==> src/rtl/sfw_pkg.sv <==
package sfw_pkg;

    localparam logic [7:0] CMD_PROG_OPEN  = 8'h80;
    localparam logic [7:0] CMD_PROG_GO    = 8'h10;
    localparam logic [7:0] CMD_ERASE_OPEN = 8'h60;
    localparam logic [7:0] CMD_ERASE_GO   = 8'hD0;

    typedef enum logic [1:0] {
        LANE_DATA,
        LANE_CMD,
        LANE_ADDR
    } lane_e;

    typedef enum logic [1:0] {
        PH_IDLE,
        PH_LOW,
        PH_HIGH
    } phase_e;

    typedef enum logic [3:0] {
        ST_IDLE,
        ST_ER_CMD,
        ST_ER_ADR,
        ST_ER_GO,
        ST_PG_CMD,
        ST_PG_ADR,
        ST_PG_DAT,
        ST_PG_GO,
        ST_WAIT
    } seq_st_e;

endpackage

==> src/rtl/sfw_fifo.sv <==
module sfw_fifo #(
    parameter int W     = 32,
    parameter int DEPTH = 4
) (
    input  logic         clk,
    input  logic         rst_n,
    input  logic         push,
    input  logic [W-1:0] push_data,
    input  logic         pop,
    output logic [W-1:0] head,
    output logic         empty,
    output logic         ovf
);
    localparam int PW = (DEPTH > 1) ? $clog2(DEPTH) : 1;
    localparam int CW = $clog2(DEPTH + 1);

    typedef struct packed {
        logic [DEPTH-1:0][W-1:0] mem;
        logic [PW-1:0]           rp;
        logic [PW-1:0]           wp;
        logic [CW-1:0]           cnt;
        logic                    ovf;
    } fifo_st_t;

    fifo_st_t q, d;
    logic full, take, give;

    always_comb begin
        d    = q;
        full = (q.cnt == CW'(DEPTH));
        give = pop && (q.cnt != '0);
        take = push && (!full || give);
        if (take) begin
            d.mem[q.wp] = push_data;
            d.wp        = (q.wp == PW'(DEPTH - 1)) ? '0 : q.wp + 1'b1;
        end
        if (give) begin
            d.rp = (q.rp == PW'(DEPTH - 1)) ? '0 : q.rp + 1'b1;
        end
        case ({take, give})
            2'b10:   d.cnt = q.cnt + 1'b1;
            2'b01:   d.cnt = q.cnt - 1'b1;
            default: d.cnt = q.cnt;
        endcase
        if (push && !take) begin
            d.ovf = 1'b1;
        end
    end

    always_ff @(posedge clk) begin
        if (!rst_n) q <= '0;
        else        q <= d;
    end

    assign head  = q.mem[q.rp];
    assign empty = (q.cnt == '0);
    assign ovf   = q.ovf;

endmodule

==> src/rtl/sfw_bus.sv <==
module sfw_bus
    import sfw_pkg::*;
#(
    parameter int WE_LOW  = 2,
    parameter int WE_HIGH = 1
) (
    input  logic       clk,
    input  logic       rst_n,
    input  logic       start,
    input  logic [7:0] in_byte,
    input  lane_e      in_lane,
    output logic       ready,
    output logic [7:0] io,
    output logic       io_oe,
    output logic       cle,
    output logic       ale,
    output logic       we_n
);
    localparam int WMAX = (WE_LOW > WE_HIGH) ? WE_LOW : WE_HIGH;
    localparam int TW   = $clog2(WMAX + 1);

    typedef struct packed {
        phase_e        ph;
        logic [TW-1:0] cnt;
        logic [7:0]    io;
        logic          oe;
        logic          cle;
        logic          ale;
        logic          we_n;
    } bus_st_t;

    bus_st_t q, d;

    always_comb begin
        d = q;
        case (q.ph)
            PH_IDLE: begin
                if (start) begin
                    d.ph   = PH_LOW;
                    d.cnt  = TW'(WE_LOW - 1);
                    d.io   = in_byte;
                    d.oe   = 1'b1;
                    d.cle  = (in_lane == LANE_CMD);
                    d.ale  = (in_lane == LANE_ADDR);
                    d.we_n = 1'b0;
                end
            end
            PH_LOW: begin
                if (q.cnt == '0) begin
                    d.ph   = PH_HIGH;
                    d.cnt  = TW'(WE_HIGH - 1);
                    d.we_n = 1'b1;
                end else begin
                    d.cnt = q.cnt - 1'b1;
                end
            end
            PH_HIGH: begin
                if (q.cnt == '0) begin
                    d.ph  = PH_IDLE;
                    d.oe  = 1'b0;
                    d.cle = 1'b0;
                    d.ale = 1'b0;
                end else begin
                    d.cnt = q.cnt - 1'b1;
                end
            end
            default: d.ph = PH_IDLE;
        endcase
    end

    always_ff @(posedge clk) begin
        if (!rst_n) begin
            q      <= '0;
            q.ph   <= PH_IDLE;
            q.we_n <= 1'b1;
        end else begin
            q <= d;
        end
    end

    assign ready = (q.ph == PH_IDLE);
    assign io    = q.io;
    assign io_oe = q.oe;
    assign cle   = q.cle;
    assign ale   = q.ale;
    assign we_n  = q.we_n;

endmodule

==> src/rtl/sfw_seq.sv <==
module sfw_seq
    import sfw_pkg::*;
#(
    parameter int ADDR_W = 25,
    parameter int BLK_W  = 10,
    parameter int GUARD  = 2
) (
    input  logic        clk,
    input  logic        rst_n,
    input  logic        fifo_empty,
    input  logic [31:0] fifo_head,
    output logic        fifo_pop,
    input  logic        bus_ready,
    output logic        bus_start,
    output logic [7:0]  bus_byte,
    output lane_e       bus_lane,
    input  logic        rdy
);
    localparam int ABYTES = (ADDR_W + 7) / 8;
    localparam int ABW    = (ABYTES > 1) ? $clog2(ABYTES) : 1;
    localparam int GW     = $clog2(GUARD + 1);

    typedef struct packed {
        seq_st_e           st;
        logic              erase_ret;
        logic [31:0]       sample;
        logic [1:0]        bsel;
        logic [ABW-1:0]    ai;
        logic [ADDR_W-1:0] addr;
        logic [GW-1:0]     guard;
    } seq_q_t;

    seq_q_t q, d;

    logic [ABYTES*8-1:0] addr_ext;
    logic [ABYTES*8-1:0] base_ext;
    logic [7:0]          smp_byte;
    logic [ADDR_W-1:0]   addr_inc;
    logic                at_blk_start;
    logic                inc_blk_start;
    logic                last_ab;

    always_comb begin
        addr_ext                  = '0;
        addr_ext[ADDR_W-1:0]      = q.addr;
        base_ext                  = addr_ext;
        base_ext[BLK_W-1:0]       = '0;
        addr_inc                  = q.addr + ADDR_W'(1);
        at_blk_start              = (q.addr[BLK_W-1:0] == '0);
        inc_blk_start             = (addr_inc[BLK_W-1:0] == '0);
        last_ab                   = (q.ai == ABW'(ABYTES - 1));
        case (q.bsel)
            2'd0:    smp_byte = q.sample[31:24];
            2'd1:    smp_byte = q.sample[23:16];
            2'd2:    smp_byte = q.sample[15:8];
            default: smp_byte = q.sample[7:0];
        endcase
    end

    always_comb begin
        d         = q;
        fifo_pop  = 1'b0;
        bus_start = 1'b0;
        bus_byte  = 8'h00;
        bus_lane  = LANE_DATA;
        case (q.st)
            ST_IDLE: begin
                if (!fifo_empty) begin
                    fifo_pop = 1'b1;
                    d.sample = fifo_head;
                    d.bsel   = 2'd0;
                    d.st     = at_blk_start ? ST_ER_CMD : ST_PG_CMD;
                end
            end
            ST_ER_CMD: begin
                bus_byte  = CMD_ERASE_OPEN;
                bus_lane  = LANE_CMD;
                bus_start = bus_ready;
                if (bus_ready) begin
                    d.st = ST_ER_ADR;
                    d.ai = '0;
                end
            end
            ST_ER_ADR: begin
                bus_byte  = base_ext[8*q.ai +: 8];
                bus_lane  = LANE_ADDR;
                bus_start = bus_ready;
                if (bus_ready) begin
                    if (last_ab) d.st = ST_ER_GO;
                    else         d.ai = q.ai + 1'b1;
                end
            end
            ST_ER_GO: begin
                bus_byte  = CMD_ERASE_GO;
                bus_lane  = LANE_CMD;
                bus_start = bus_ready;
                if (bus_ready) begin
                    d.st        = ST_WAIT;
                    d.erase_ret = 1'b1;
                    d.guard     = GW'(GUARD);
                end
            end
            ST_PG_CMD: begin
                bus_byte  = CMD_PROG_OPEN;
                bus_lane  = LANE_CMD;
                bus_start = bus_ready;
                if (bus_ready) begin
                    d.st = ST_PG_ADR;
                    d.ai = '0;
                end
            end
            ST_PG_ADR: begin
                bus_byte  = addr_ext[8*q.ai +: 8];
                bus_lane  = LANE_ADDR;
                bus_start = bus_ready;
                if (bus_ready) begin
                    if (last_ab) d.st = ST_PG_DAT;
                    else         d.ai = q.ai + 1'b1;
                end
            end
            ST_PG_DAT: begin
                bus_byte  = smp_byte;
                bus_lane  = LANE_DATA;
                bus_start = bus_ready;
                if (bus_ready) d.st = ST_PG_GO;
            end
            ST_PG_GO: begin
                bus_byte  = CMD_PROG_GO;
                bus_lane  = LANE_CMD;
                bus_start = bus_ready;
                if (bus_ready) begin
                    d.st        = ST_WAIT;
                    d.erase_ret = 1'b0;
                    d.guard     = GW'(GUARD);
                end
            end
            ST_WAIT: begin
                if (bus_ready) begin
                    if (q.guard != '0) begin
                        d.guard = q.guard - 1'b1;
                    end else if (rdy) begin
                        if (q.erase_ret) begin
                            d.erase_ret = 1'b0;
                            d.st        = ST_PG_CMD;
                        end else begin
                            d.addr = addr_inc;
                            if (q.bsel == 2'd3) begin
                                d.st = ST_IDLE;
                            end else begin
                                d.bsel = q.bsel + 1'b1;
                                d.st   = inc_blk_start ? ST_ER_CMD : ST_PG_CMD;
                            end
                        end
                    end
                end
            end
            default: d.st = ST_IDLE;
        endcase
    end

    always_ff @(posedge clk) begin
        if (!rst_n) begin
            q    <= '0;
            q.st <= ST_IDLE;
        end else begin
            q <= d;
        end
    end

endmodule

==> src/rtl/smp_flash_writer.sv <==
module smp_flash_writer
    import sfw_pkg::*;
#(
    parameter int ADDR_W     = 25,
    parameter int BLK_W      = 10,
    parameter int FIFO_DEPTH = 4,
    parameter int WE_LOW     = 2,
    parameter int WE_HIGH    = 1,
    parameter int GUARD      = 2
) (
    input  logic        clk,
    input  logic        rst_n,
    input  logic        smp_valid,
    input  logic [31:0] smp_data,
    output logic [7:0]  fl_io,
    output logic        fl_io_oe,
    output logic        fl_cle,
    output logic        fl_ale,
    output logic        fl_we_n,
    input  logic        fl_rdy,
    output logic        ovf_flag
);
    logic        f_empty;
    logic [31:0] f_head;
    logic        f_pop;
    logic        b_ready;
    logic        b_start;
    logic [7:0]  b_byte;
    lane_e       b_lane;

    sfw_fifo #(
        .W     (32),
        .DEPTH (FIFO_DEPTH)
    ) u_fifo (
        .clk       (clk),
        .rst_n     (rst_n),
        .push      (smp_valid),
        .push_data (smp_data),
        .pop       (f_pop),
        .head      (f_head),
        .empty     (f_empty),
        .ovf       (ovf_flag)
    );

    sfw_seq #(
        .ADDR_W (ADDR_W),
        .BLK_W  (BLK_W),
        .GUARD  (GUARD)
    ) u_seq (
        .clk        (clk),
        .rst_n      (rst_n),
        .fifo_empty (f_empty),
        .fifo_head  (f_head),
        .fifo_pop   (f_pop),
        .bus_ready  (b_ready),
        .bus_start  (b_start),
        .bus_byte   (b_byte),
        .bus_lane   (b_lane),
        .rdy        (fl_rdy)
    );

    sfw_bus #(
        .WE_LOW  (WE_LOW),
        .WE_HIGH (WE_HIGH)
    ) u_bus (
        .clk     (clk),
        .rst_n   (rst_n),
        .start   (b_start),
        .in_byte (b_byte),
        .in_lane (b_lane),
        .ready   (b_ready),
        .io      (fl_io),
        .io_oe   (fl_io_oe),
        .cle     (fl_cle),
        .ale     (fl_ale),
        .we_n    (fl_we_n)
    );

endmodule

==> config.mk <==
export PLATFORM = sky130hd
export DESIGN_NAME = smp_flash_writer
export DESIGN_NICKNAME = d
export VERILOG_FILES = /design/src/rtl/sfw_pkg.sv /design/src/rtl/sfw_fifo.sv /design/src/rtl/sfw_bus.sv /design/src/rtl/sfw_seq.sv /design/src/rtl/smp_flash_writer.sv
export SDC_FILE = /design/constraint.sdc
export NUM_CORES = 1
export LEC_CHECK = 0
export BUFFER_PORTS_ARGS = -buffer_cell sky130_fd_sc_hd__buf_2
export CORE_ASPECT_RATIO = 1.75
export CORE_UTILIZATION = 50
export DETAILED_ROUTE_END_ITERATION = 12
export PLACE_DENSITY_LB_ADDON = 0.15
export SLEW_MARGIN = 10
export SYNTH_ARGS = -nofsm -noshare
export SYNTH_HDL_FRONTEND = slang
export SYNTH_SLANG_ARGS = --single-unit
==> constraint.sdc <==
create_clock -name clk -period 3.26 [get_ports clk]
set_input_delay 0.163 -clock clk [delete_from_list [all_inputs] [get_ports clk]]
set_output_delay 0.163 -clock clk [all_outputs]
set_load 0.01 [all_outputs]
# Word-level counts from Yosys, hierarchy flattened
# Index checks and enable logic that the tools add are counted.
dict set report totals {
  regBits 220
  elab_cells 184
}
dict set report op_classes {
  n_addsub 9
  order_cmp 3
  eq_ne 45
  n_shift 2
  muxes 59
  bitwise 3
  n_reduce_logical 41
}
# op count
set op_table {}
lappend op_table {{bitwise mux 128 bit} 1}
lappend op_table {{binary-select mux 32 bit (select 2 bit)} 1}
lappend op_table {{demux 32 bit (select 2 bit)} 1}
lappend op_table {{2-to-1 mux 32 bit} 2}
lappend op_table {{variable part select 32 x 6 -> 8 bit} 2}
lappend op_table {{case mux 8 bit (7 select lines)} 1}
lappend op_table {{2-to-1 mux 4 bit} 10}
lappend op_table {{2-to-1 mux 2 bit} 18}
lappend op_table {{case mux 4 bit (9 select lines)} 1}
lappend op_table {{!= test 2 bit (second input constant)} 15}
lappend op_table {{adder 25 x 1 -> 25 bit (second input constant)} 1}
lappend op_table {{2-to-1 mux 5 bit} 5}
lappend op_table {{case mux 8 bit (3 select lines)} 1}
lappend op_table {{zero test 10 bit} 2}
lappend op_table {{!= test 2 x 1 -> 1 bit (second input constant)} 9}
lappend op_table {{equality test 2 bit (second input constant)} 8}
lappend op_table {{equality test 4 x 3 -> 1 bit (second input constant)} 4}
lappend op_table {{2-to-1 mux 16 bit} 1}
lappend op_table {{case mux 2 bit (2 select lines)} 4}
lappend op_table {{nonzero test 2 bit} 7}
lappend op_table {{AND reduction 13 bit} 1}
lappend op_table {{case mux 2 bit (3 select lines)} 2}
lappend op_table {{case mux 3 bit (2 select lines)} 2}
lappend op_table {{AND reduction 3 bit} 4}
lappend op_table {{31 further kinds} 59}

# Logic depth before layout (Yosys ltp)
# Gate-level depths: netlist of the first run.
dict set report depth {
  ltp_word 9
  mapped_depth 11
  depth_no_buf 10
}

# Cells and area by module
# Synthesis of the first run repeated with hierarchy kept, for this count alone.
dict set report unflattened {
  cells_unflattened 1130
  hier_area_um2 10585.2
}
# module instances cells_per_inst area_each_um2 seq_area_each_um2
set by_module_without_submodules {}
lappend by_module_without_submodules {sfw_fifo 1 545 5906.9 2722.6}
lappend by_module_without_submodules {sfw_seq 1 479 3793.6 1361.3}
lappend by_module_without_submodules {sfw_bus 1 106 884.6 320.3}

# Worst setup path after synthesis of the first run
# OpenSTA, ideal clock, no wires.
dict set report synth_path {
  path_kind {flip-flop to flip-flop}
  startpoint {register u_seq.q[65] (netlist bit)}
  endpoint {register u_fifo.q[3] (netlist bit)}
  setup_time_ns 0.076
  arrival_time_ns 2.616
  required_time_ns 3.184
  slack_ns 0.569
  stages_incl_launch_ff 12
  period_less_slack_ns 2.691
  path_cell_list {dfxtp_1 -> buf_2 -> nor3_1 -> nand2_1 -> clkinv_1 -> buf_2 -> ha_1 -> inv_1 -> fa_1 -> xor2_1 -> or3_1 -> a21boi_0}
}
dict set report synth_between {
  elab_chain_cells 7
}
# item line_no
set synth_rtl {}
lappend synth_rtl {{start, declared} sfw_seq.sv:33} ;# seq_q_t q, d;
lappend synth_rtl {{zero test 4 bit *} sfw_seq.sv:66} ;# case (q.st)
lappend synth_rtl {{2-to-1 mux 1 bit *} sfw_seq.sv:66}
lappend synth_rtl {{named net f_pop} smp_flash_writer.sv:25} ;# logic f_pop;
lappend synth_rtl {{logical AND 1 bit *} sfw_fifo.sv:31} ;# give = pop && (q.cnt != '0);
lappend synth_rtl {{logical OR 1 bit} sfw_fifo.sv:32} ;# take = push && (!full || give);
lappend synth_rtl {{logical AND 1 bit} sfw_fifo.sv:32}
lappend synth_rtl {{equality test 2 x 1 -> 1 bit / equality test 2 bit (equally long branches)} sfw_fifo.sv:40} ;# case ({take, give})
lappend synth_rtl {{case mux 3 bit (2 select lines) / nonzero test 2 bit (equally long branches)} --}
lappend synth_rtl {{end signal, assigned} sfw_fifo.sv:51} ;# if (!rst_n) q <= '0;
lappend synth_rtl {{end signal, assigned} sfw_fifo.sv:52} ;# else q <= d;
lappend synth_rtl {{end, declared} sfw_fifo.sv:25} ;# fifo_st_t q, d;
# The timed path passes the listed nets; every way through them passes the cells marked *.
# A chain may end at the register's enable or synchronous reset.

# Worst setup path after layout of the first run
dict set report layout_path {
  startpoint {register u_seq.q (netlist bit u_seq.addr_ext[1])}
  endpoint {register u_seq.q[66] (netlist bit)}
}
dict set report layout_between {
  elab_chain_cells 9
}
# item line_no
set layout_rtl {}
lappend layout_rtl {{adder 25 x 1 -> 25 bit} sfw_seq.sv:48} ;# addr_inc = q.addr + ADDR_W'(1);
lappend layout_rtl {{zero test 10 bit} sfw_seq.sv:50} ;# inc_blk_start = (addr_inc[BLK_W-1:0] == '0);
lappend layout_rtl {{2-to-1 mux 3 bit} sfw_seq.sv:151} ;# d.st = inc_blk_start ? ST_ER_CMD : ST_PG_CMD;
lappend layout_rtl {{2-to-1 mux 4 bit} sfw_seq.sv:147} ;# if (q.bsel == 2'd3) begin
lappend layout_rtl {{2-to-1 mux 4 bit} sfw_seq.sv:142} ;# if (q.erase_ret) begin
lappend layout_rtl {{2-to-1 mux 5 bit} sfw_seq.sv:141} ;# end else if (rdy) begin
lappend layout_rtl {{2-to-1 mux 5 bit} sfw_seq.sv:139} ;# if (q.guard != '0) begin
lappend layout_rtl {{2-to-1 mux 5 bit} sfw_seq.sv:138} ;# if (bus_ready) begin
lappend layout_rtl {{case mux 4 bit (9 select lines) *} sfw_seq.sv:66}
# Every way passes the cells marked *; elsewhere a longest branch is shown, timed or not. The select of a mux whose other input is x is not followed.

==> results of run 1 <==
-- sequential cells by signal (all words and copies together) (netlist names) --
register / flops
u_bus.ale: 1
u_bus.cle: 1
u_bus.io: 8
u_bus.io_oe: 1
u_bus.q: 4
u_bus.we_n: 1
u_fifo.ovf: 1
u_fifo.q: 135
u_seq.addr_ext: 25
u_seq.q: 43
-- worst max-delay path, stage by stage, from the launching register on --
cell     delay, ps
dfxtp_1        530
ha_1           370
and2_1         210
nand2_1         60
o41ai_1        540
a31oi_1        190
o311a_1        360
-- cell usage in the layout (no fill, tap or decap), drive strengths merged, types with 6 or more instances in the layout --
cell type    instances
nor2b               13
clkinv               8
clkbuf              29
and2                 6
ha                  22
nand3                7
nand4               11
xnor2               18
a222oi               8
a21oi              145
a32oi                9
dfxtp              220
nor4                 8
a21boi              56
nor3                13
mux4                32
mux2i                7
nor2                46
or3                 10
inv                 30
dlygate4sd3         32
o21ai               44
buf                 69
nand2              368
-- final timing paths --
kind                                  start                   endpoint
min reg2reg       u_fifo.q[86]$_SDFFE_PN0P_  u_fifo.q[86]$_SDFFE_PN0P_
max          u_seq.addr_ext[1]$_SDFFE_PN0P_   u_seq.q[66]$_SDFFE_PN0P_
max reg2reg  u_seq.addr_ext[1]$_SDFFE_PN0P_   u_seq.q[66]$_SDFFE_PN0P_
min                               smp_valid    u_fifo.ovf$_SDFFE_PN0P_
-- cells by family after synthesis --
kind of cell    Yosys count  share of synthesized area, %
simple gates            509                          20.7
compound gates          290                          19.6
flops                   220                          40.9
buf+inv                 137                          6.70
mux                      40                          7.46
xor+xnor                 23                          1.87
fa+ha+maj                23                          2.75
-- layout make-up --
cell class	count	area [sq um]	share of cell area, %
multi-input combinational	885	5630	47.6
sequential	220	4410	37.3
timing repair buffer	101	731	6.18
clock buffer	29	586	4.95
tap	252	315	2.67
inverter	31	121	1.03
clock inverter	7	35.0	0.296
-- per-layer routing --
| metal | global-route usage (%) | up-vias |
|---|---|---|
| li1 | - | 4246 |
| met1 | 29.6 | 4155 |
| met2 | 45.9 | 211 |
| met3 | 2.72 | 60 |
| met4 | 9.80 | 0 |
| met5 | 0 | - |
-- power groups by stage --
stage          clock, mW  sequential (mW)  combinational [mW]
2_1_floorplan          0             3.09                1.64
3_5_place_dp           0             3.16                2.07
6_report            2.28             3.10                2.10
3_3_place_gp           0             3.16                2.06
5_1_grt             2.43             3.13                2.33
4_1_cts             2.33             3.10                2.11
-- metrics by stage --
| stage | hold WS, ps | cell area (sq um) | worst slack, ps | cells | power (mW) |
|---|---|---|---|---|---|
| 2_1_floorplan | 290 | 10800 | 569 | 1242 | 4.73 |
| 3_3_place_gp | 437 | 10900 | 944 | 1457 | 5.21 |
| 3_5_place_dp | 436 | 10900 | 891 | 1457 | 5.23 |
| 4_1_cts | 4.89 | 11800 | 873 | 1525 | 7.54 |
| 5_1_grt | 31.1 | 11800 | 690 | 1525 | 7.88 |
| 6_report | 12.7 | 11800 | 882 | 1525 | 7.48 |
==> summary.md, run 1 <==
| Metric | Value |
|---|---|
| Iter 0 DRT Violations | `between 500 and 600` |
| Worst-Skew Late Latency | `about 500 ps` |
| Worst EP required | `around 3600 ps` |
| FF-to-FF path depth | `6` |
| Util after Layout | `56.3%` |
| Setup Skew | `roughly 7.4 ps` |
| Ys async rst share | `0%` |
| Setup_tns | `0 ps` |
| CTS tree | `yes` |
| Die Wd | `around 110 um` |
| Mapped Avg Cell Area | `roughly 8.7 sq um` |
| CP arrival | `between 2000 and 3000 ps` |
| Total GRT Usage | `roughly 25%` |
| R2r setup slk | `880 ps` |
| Row count | `70` |
| Final wirelength | `approximately 27 mm` |
| # hold bufs at CTS | `32` |
| Avg WL per Cell | `between 15 and 20 um` |
| P_sw | `2.51 mW` |
| DRT Pass-1 Iters | `6` |
| Startpoint types | `register` |
| Initial antenna violation count | `0` |
| Max-Cap Viols | `0` |
| Peak VDD IR | `between 0.3 and 0.4 mV` |
| Total congestion overflow | `0` |
| Tightest Hold Check Type | `in2reg` |
| Core area | `between 0.02 and 0.025 sq mm` |
| Largest net degree at the start of global routing | `77` |
| Max clock buf depth | `3` |
| Share of layout cells above drive strength 1 | `between 15 and 20%` |
| Mapped Nets | `approximately 1300` |
| Worst Tran Pin Value | `between 700 and 800 ps` |
| Post-CTS Resized | `0` |
| Via count | `8672` |
| CTS buffer count | `21` |
| Ys flop type | `dfxtp_1` |
| Most instantiated library cell after synthesis | `nand2_1` |
| Top cells by area, synth | `dfxtp_1 (41%), nand2_1 (13%), mux4_2 (6.7%), a21oi_2 (6.4%), a21oi_1 (3.1%)` |
| Sequential area share after synthesis | `about two fifths` |
| Int Power | `~5.0 mW` |
| Critical path class | `reg2reg` |
| Number of flops mapped to enable cells by yosys | `0` |
| Setup bufs post-CTS | `0` |
| Worst-path fanout max | `11` |
| Met2 routed WL | `about 14 mm` |
| Post-synth top area cell | `dfxtp_1` |
| Synth top area share | `approximately 41%` |
| Highest metal used | `met4` |
| Mapped Cells | `around 1200` |
| Root Driver | `clkbuf_16` |
| Fillers | `between 1500 and 2000` |
| Synthesis Warnings | `0` |
| CTS H-tree depth | `1` |
| Post-route ant nets | `0` |
| Comb power frac | `approximately 28%` |
| Nets | `roughly 1300` |
| Residual DRC | `0` |
| CP Capture Type | `register` |
| Flop pwr share | `41.4%` |
| Slew HR | `between 40% and 50%` |
| GP Congestion | `~0.91` |
| Highest clock rate | `0.421 GHz` |
| Initial Utilization | `around half` |
| PD cells | `632 mW/mm^2` |
| RSZ-0062 raised after global routing | `false` |
| Dpl hpwl | `17.0 mm` |
| Die ar. | `approximately 0.022 sq mm` |
| Post-synth cell types | `67` |
| Post-Syn Area | `around 0.011 sq mm` |
| WHS Path Cells | `3` |
| Global-route wire length before repair | `44.0 mm` |
| Routed wl met3 | `942 um` |
| Number of I/O pins | `approximately 50` |
| Vias in the first global route | `8491` |
| Drt via density | `around 5.7` |
| Post-route clock period utilization | `between 70% and 80%` |
| Wire length on met1 | `~11 mm` |
| Outcome | `complete, no violations` |
| Final hold viol count | `0` |
| Max Slew Vio Count | `0` |
| Die Height | `just under 200 um` |
| Top cells by count, synth | `nand2_1 (360), dfxtp_1 (220), a21oi_2 (78)` |
| Port bufs | `48` |
| Final setup viols | `0` |
| Clock transition at path regs | `approximately 70 ps` |
| Min Tclk post-route | `2380 ps` |
| Ant. Diodes | `0` |
| Clock group share of total power | `30.5%` |
| Clock Sinks | `220` |
| Leakage Power | `4.00 nW` |
| Net Sw Frac | `between 30% and 40%` |
| Number of synthesized register bits | `220` |
| Area grow syn2layout | `9.95%` |
(Power assumes the default switching activity.)
==> inputs of run 2 (changes only) <==
- clock period: 3.26 -> 2 ns (I/O delays scaled with it)
==> summary.md, run 2 (synthesized netlist as in run 1, its figures left out) <==
| Metric | Value |
|---|---|
| Worst slack at placement | `-56.7 ps` |
| Leakage Power | `between 4 and 5 nW` |
| Global-route wire length before repair | `between 40 and 50 mm` |
| Worst EP required | `around 2400 ps` |
| Setup_tns | `-65.9 ps` |
| Net Sw Frac | `32.1%` |
| Total congestion overflow | `0` |
| Dpl hpwl | `18.9 mm` |
| Clock transition at path regs | `60 ps` |
| Post-route ant nets | `0` |
| Final hold viol count | `0` |
| DRT Pass-1 Iters | `5` |
| Final Non-Filler Cells | `1612` |
| Design Power | `between 10 and 15 mW` |
| Area grow syn2layout | `19.7%` |
| Root Driver | `clkbuf_16` |
| Highest clock rate | `around 0.49 GHz` |
| Final setup viols | `2` |
| Startpoint types | `register` |
| Most frequent cells in the layout | `nand2_1 (359), dfxtp_1 (217), buf_4 (88)` |
| Most common cell after layout, fill and taps aside | `nand2_1` |
| Final WS setup | `-48.2 ps` |
| RSZ-0062 raised after global routing | `true` |
| Critical path class | `reg2reg` |
| Peak VDD IR | `between 0.6 and 0.7 mV` |
| Placed Cells | `1536` |
| GP Congestion | `between 0.9 and 1` |
| Row count | `70` |
| Buf/Inv on CP | `2` |
| Ant. Diodes | `0` |
| Final wirelength | `28.5 mm` |
| PD cells | `1060 mW/mm^2` |
| Die Wd | `between 100 and 150 um` |
| CTS tree | `yes` |
| Drt via density | `5.56` |
| Worst-path fanout max | `2` |
| Delay-heaviest family, CP | `simple AND/OR/NAND/NOR gates` |
| CTS buffer count | `22` |
| Die ar. | `approximately 0.022 sq mm` |
| Max-Cap Viols | `0` |
| Failing checks | `negative setup slack` |
| Total GRT Usage | `approximately a quarter` |
| Critical Path Source | `u_seq.q[65]$_SDFFE_PN0P_` |
| Worst-Skew Late Latency | `roughly 510 ps` |
| CP Capture Type | `register` |
| Comb power frac | `around 30%` |
| Worst Tran Pin Value | `about 760 ps` |
| P_sw | `4.36 mW` |
| Share of layout cells above drive strength 1 | `about a quarter` |
| Min Tclk post-route | `~2000 ps` |
| Nets | `about 1400` |
| Clock Sinks | `220` |
| Via count | `about 9000` |
| Residual DRC | `0` |
| Largest net degree at the start of global routing | `77` |
| Slew HR | `49.1%` |
| Outcome | `finished with violations` |
| Setup Skew | `around 11 ps` |
| Most flops, register | `u_fifo.q` |
| Slowest stage delay, CP | `about 550 ps` |
| Vias in the first global route | `between 8000 and 9000` |
| Iter 0 DRT Violations | `508` |
| Post-route clock period utilization | `102%` |
| Die Height | `196 um` |
| CP max stage cell | `or4_4` |
| Clock group share of total power | `between 30% and 40%` |
| Flop pwr share | `37.2%` |
| Int Power | `between 9 and 10 mW` |
| Max Slew Vio Count | `0` |
| Port bufs | `between 40 and 50` |
| Crit-path cells | `or4_4, a31oi_4, inv_4, ha_4, inv_2, fa_2, xor2_1, or3_1, a21boi_1` |
| CTS H-tree depth | `1` |
| Number of I/O pins | `slightly below 50` |
| Max reg flops | `approximately 140` |
| Core area | `approximately 0.021 sq mm` |
| Max clock buf depth | `3` |
| Tightest Hold Check Type | `in2reg` |
| Initial antenna violation count | `0` |
| Avg WL per Cell | `17.7 um` |
| R2r startpoint | `u_seq.q[65]$_SDFFE_PN0P_` |
| CP arrival | `around 2500 ps` |
| Hold_sp | `rst_n` |
| Initial Utilization | `between 50% and 60%` |
==> run 2: power groups by stage <==
stage	Combinational, mW	Sequential [mW]	Clock, mW
finish	4.05	5.05	4.48
global route	4.42	5.10	4.74
CTS	4.02	5.06	4.56
detailed placement	3.92	5.15	0
global placement	3.90	5.15	0
floorplan	2.78	5.03	0
==> run 2: metrics by stage <==
step	cell area, sq um	util [%]	hold WS [ps]
6_report	12900	61.2	24.7
5_1_grt	12900	61.2	60.3
4_1_cts	12800	60.8	34.7
3_5_place_dp	11700	55.5	378
3_3_place_gp	11700	55.5	373
2_1_floorplan	10800	-	227
==> run 2: layer usage <==
layer | wire length, um | part of all wire (%) | global-route usage [%]
met1 | 11100 | 39 | 28.8
met2 | 15100 | 53 | 49.0
met3 | 1030 | 3.6 | 2.72
met4 | 1270 | 4.4 | 12.7
met5 | 0 | 0 | 0
==> run 2: worst paths after layout <==
check	to	slack [ps]	depth (start not counted)
max reg2reg	u_fifo.q[3]$_SDFFE_PN0P_	-50	9
min reg2reg	u_fifo.q[93]$_SDFFE_PN0P_	450	2
max	u_fifo.q[3]$_SDFFE_PN0P_	-50	9
min	u_seq.q[63]$_SDFFE_PN0P_	20	3
==> run 2: repair_timing <==
action                                  in CTS  in global routing
gates resized for setup                      0                 18
setup buffers                                1                  1
pin swaps                                    1                  3
hold buffers                                33                  0
gates cloned                                 0                  1
endpoints found under the hold margin      129                  0
endpoints found under the setup margin       5                 59
==> run 2: layout make-up <==
cell class / instances / area (sq um)
Fill cell: 1808 / 8150
Multi-Input combinational cell: 885 / 5710
Sequential cell: 220 / 4410
Timing Repair Buffer: 184 / 1530
Clock buffer: 29 / 628
Tap cell: 252 / 315
Clock inverter: 11 / 155
Inverter: 31 / 129
==> run 2: tightest hold or removal path: stages <==
cell and delay [ps]:
buf_2 130, inv_6 140, nor2_1 130
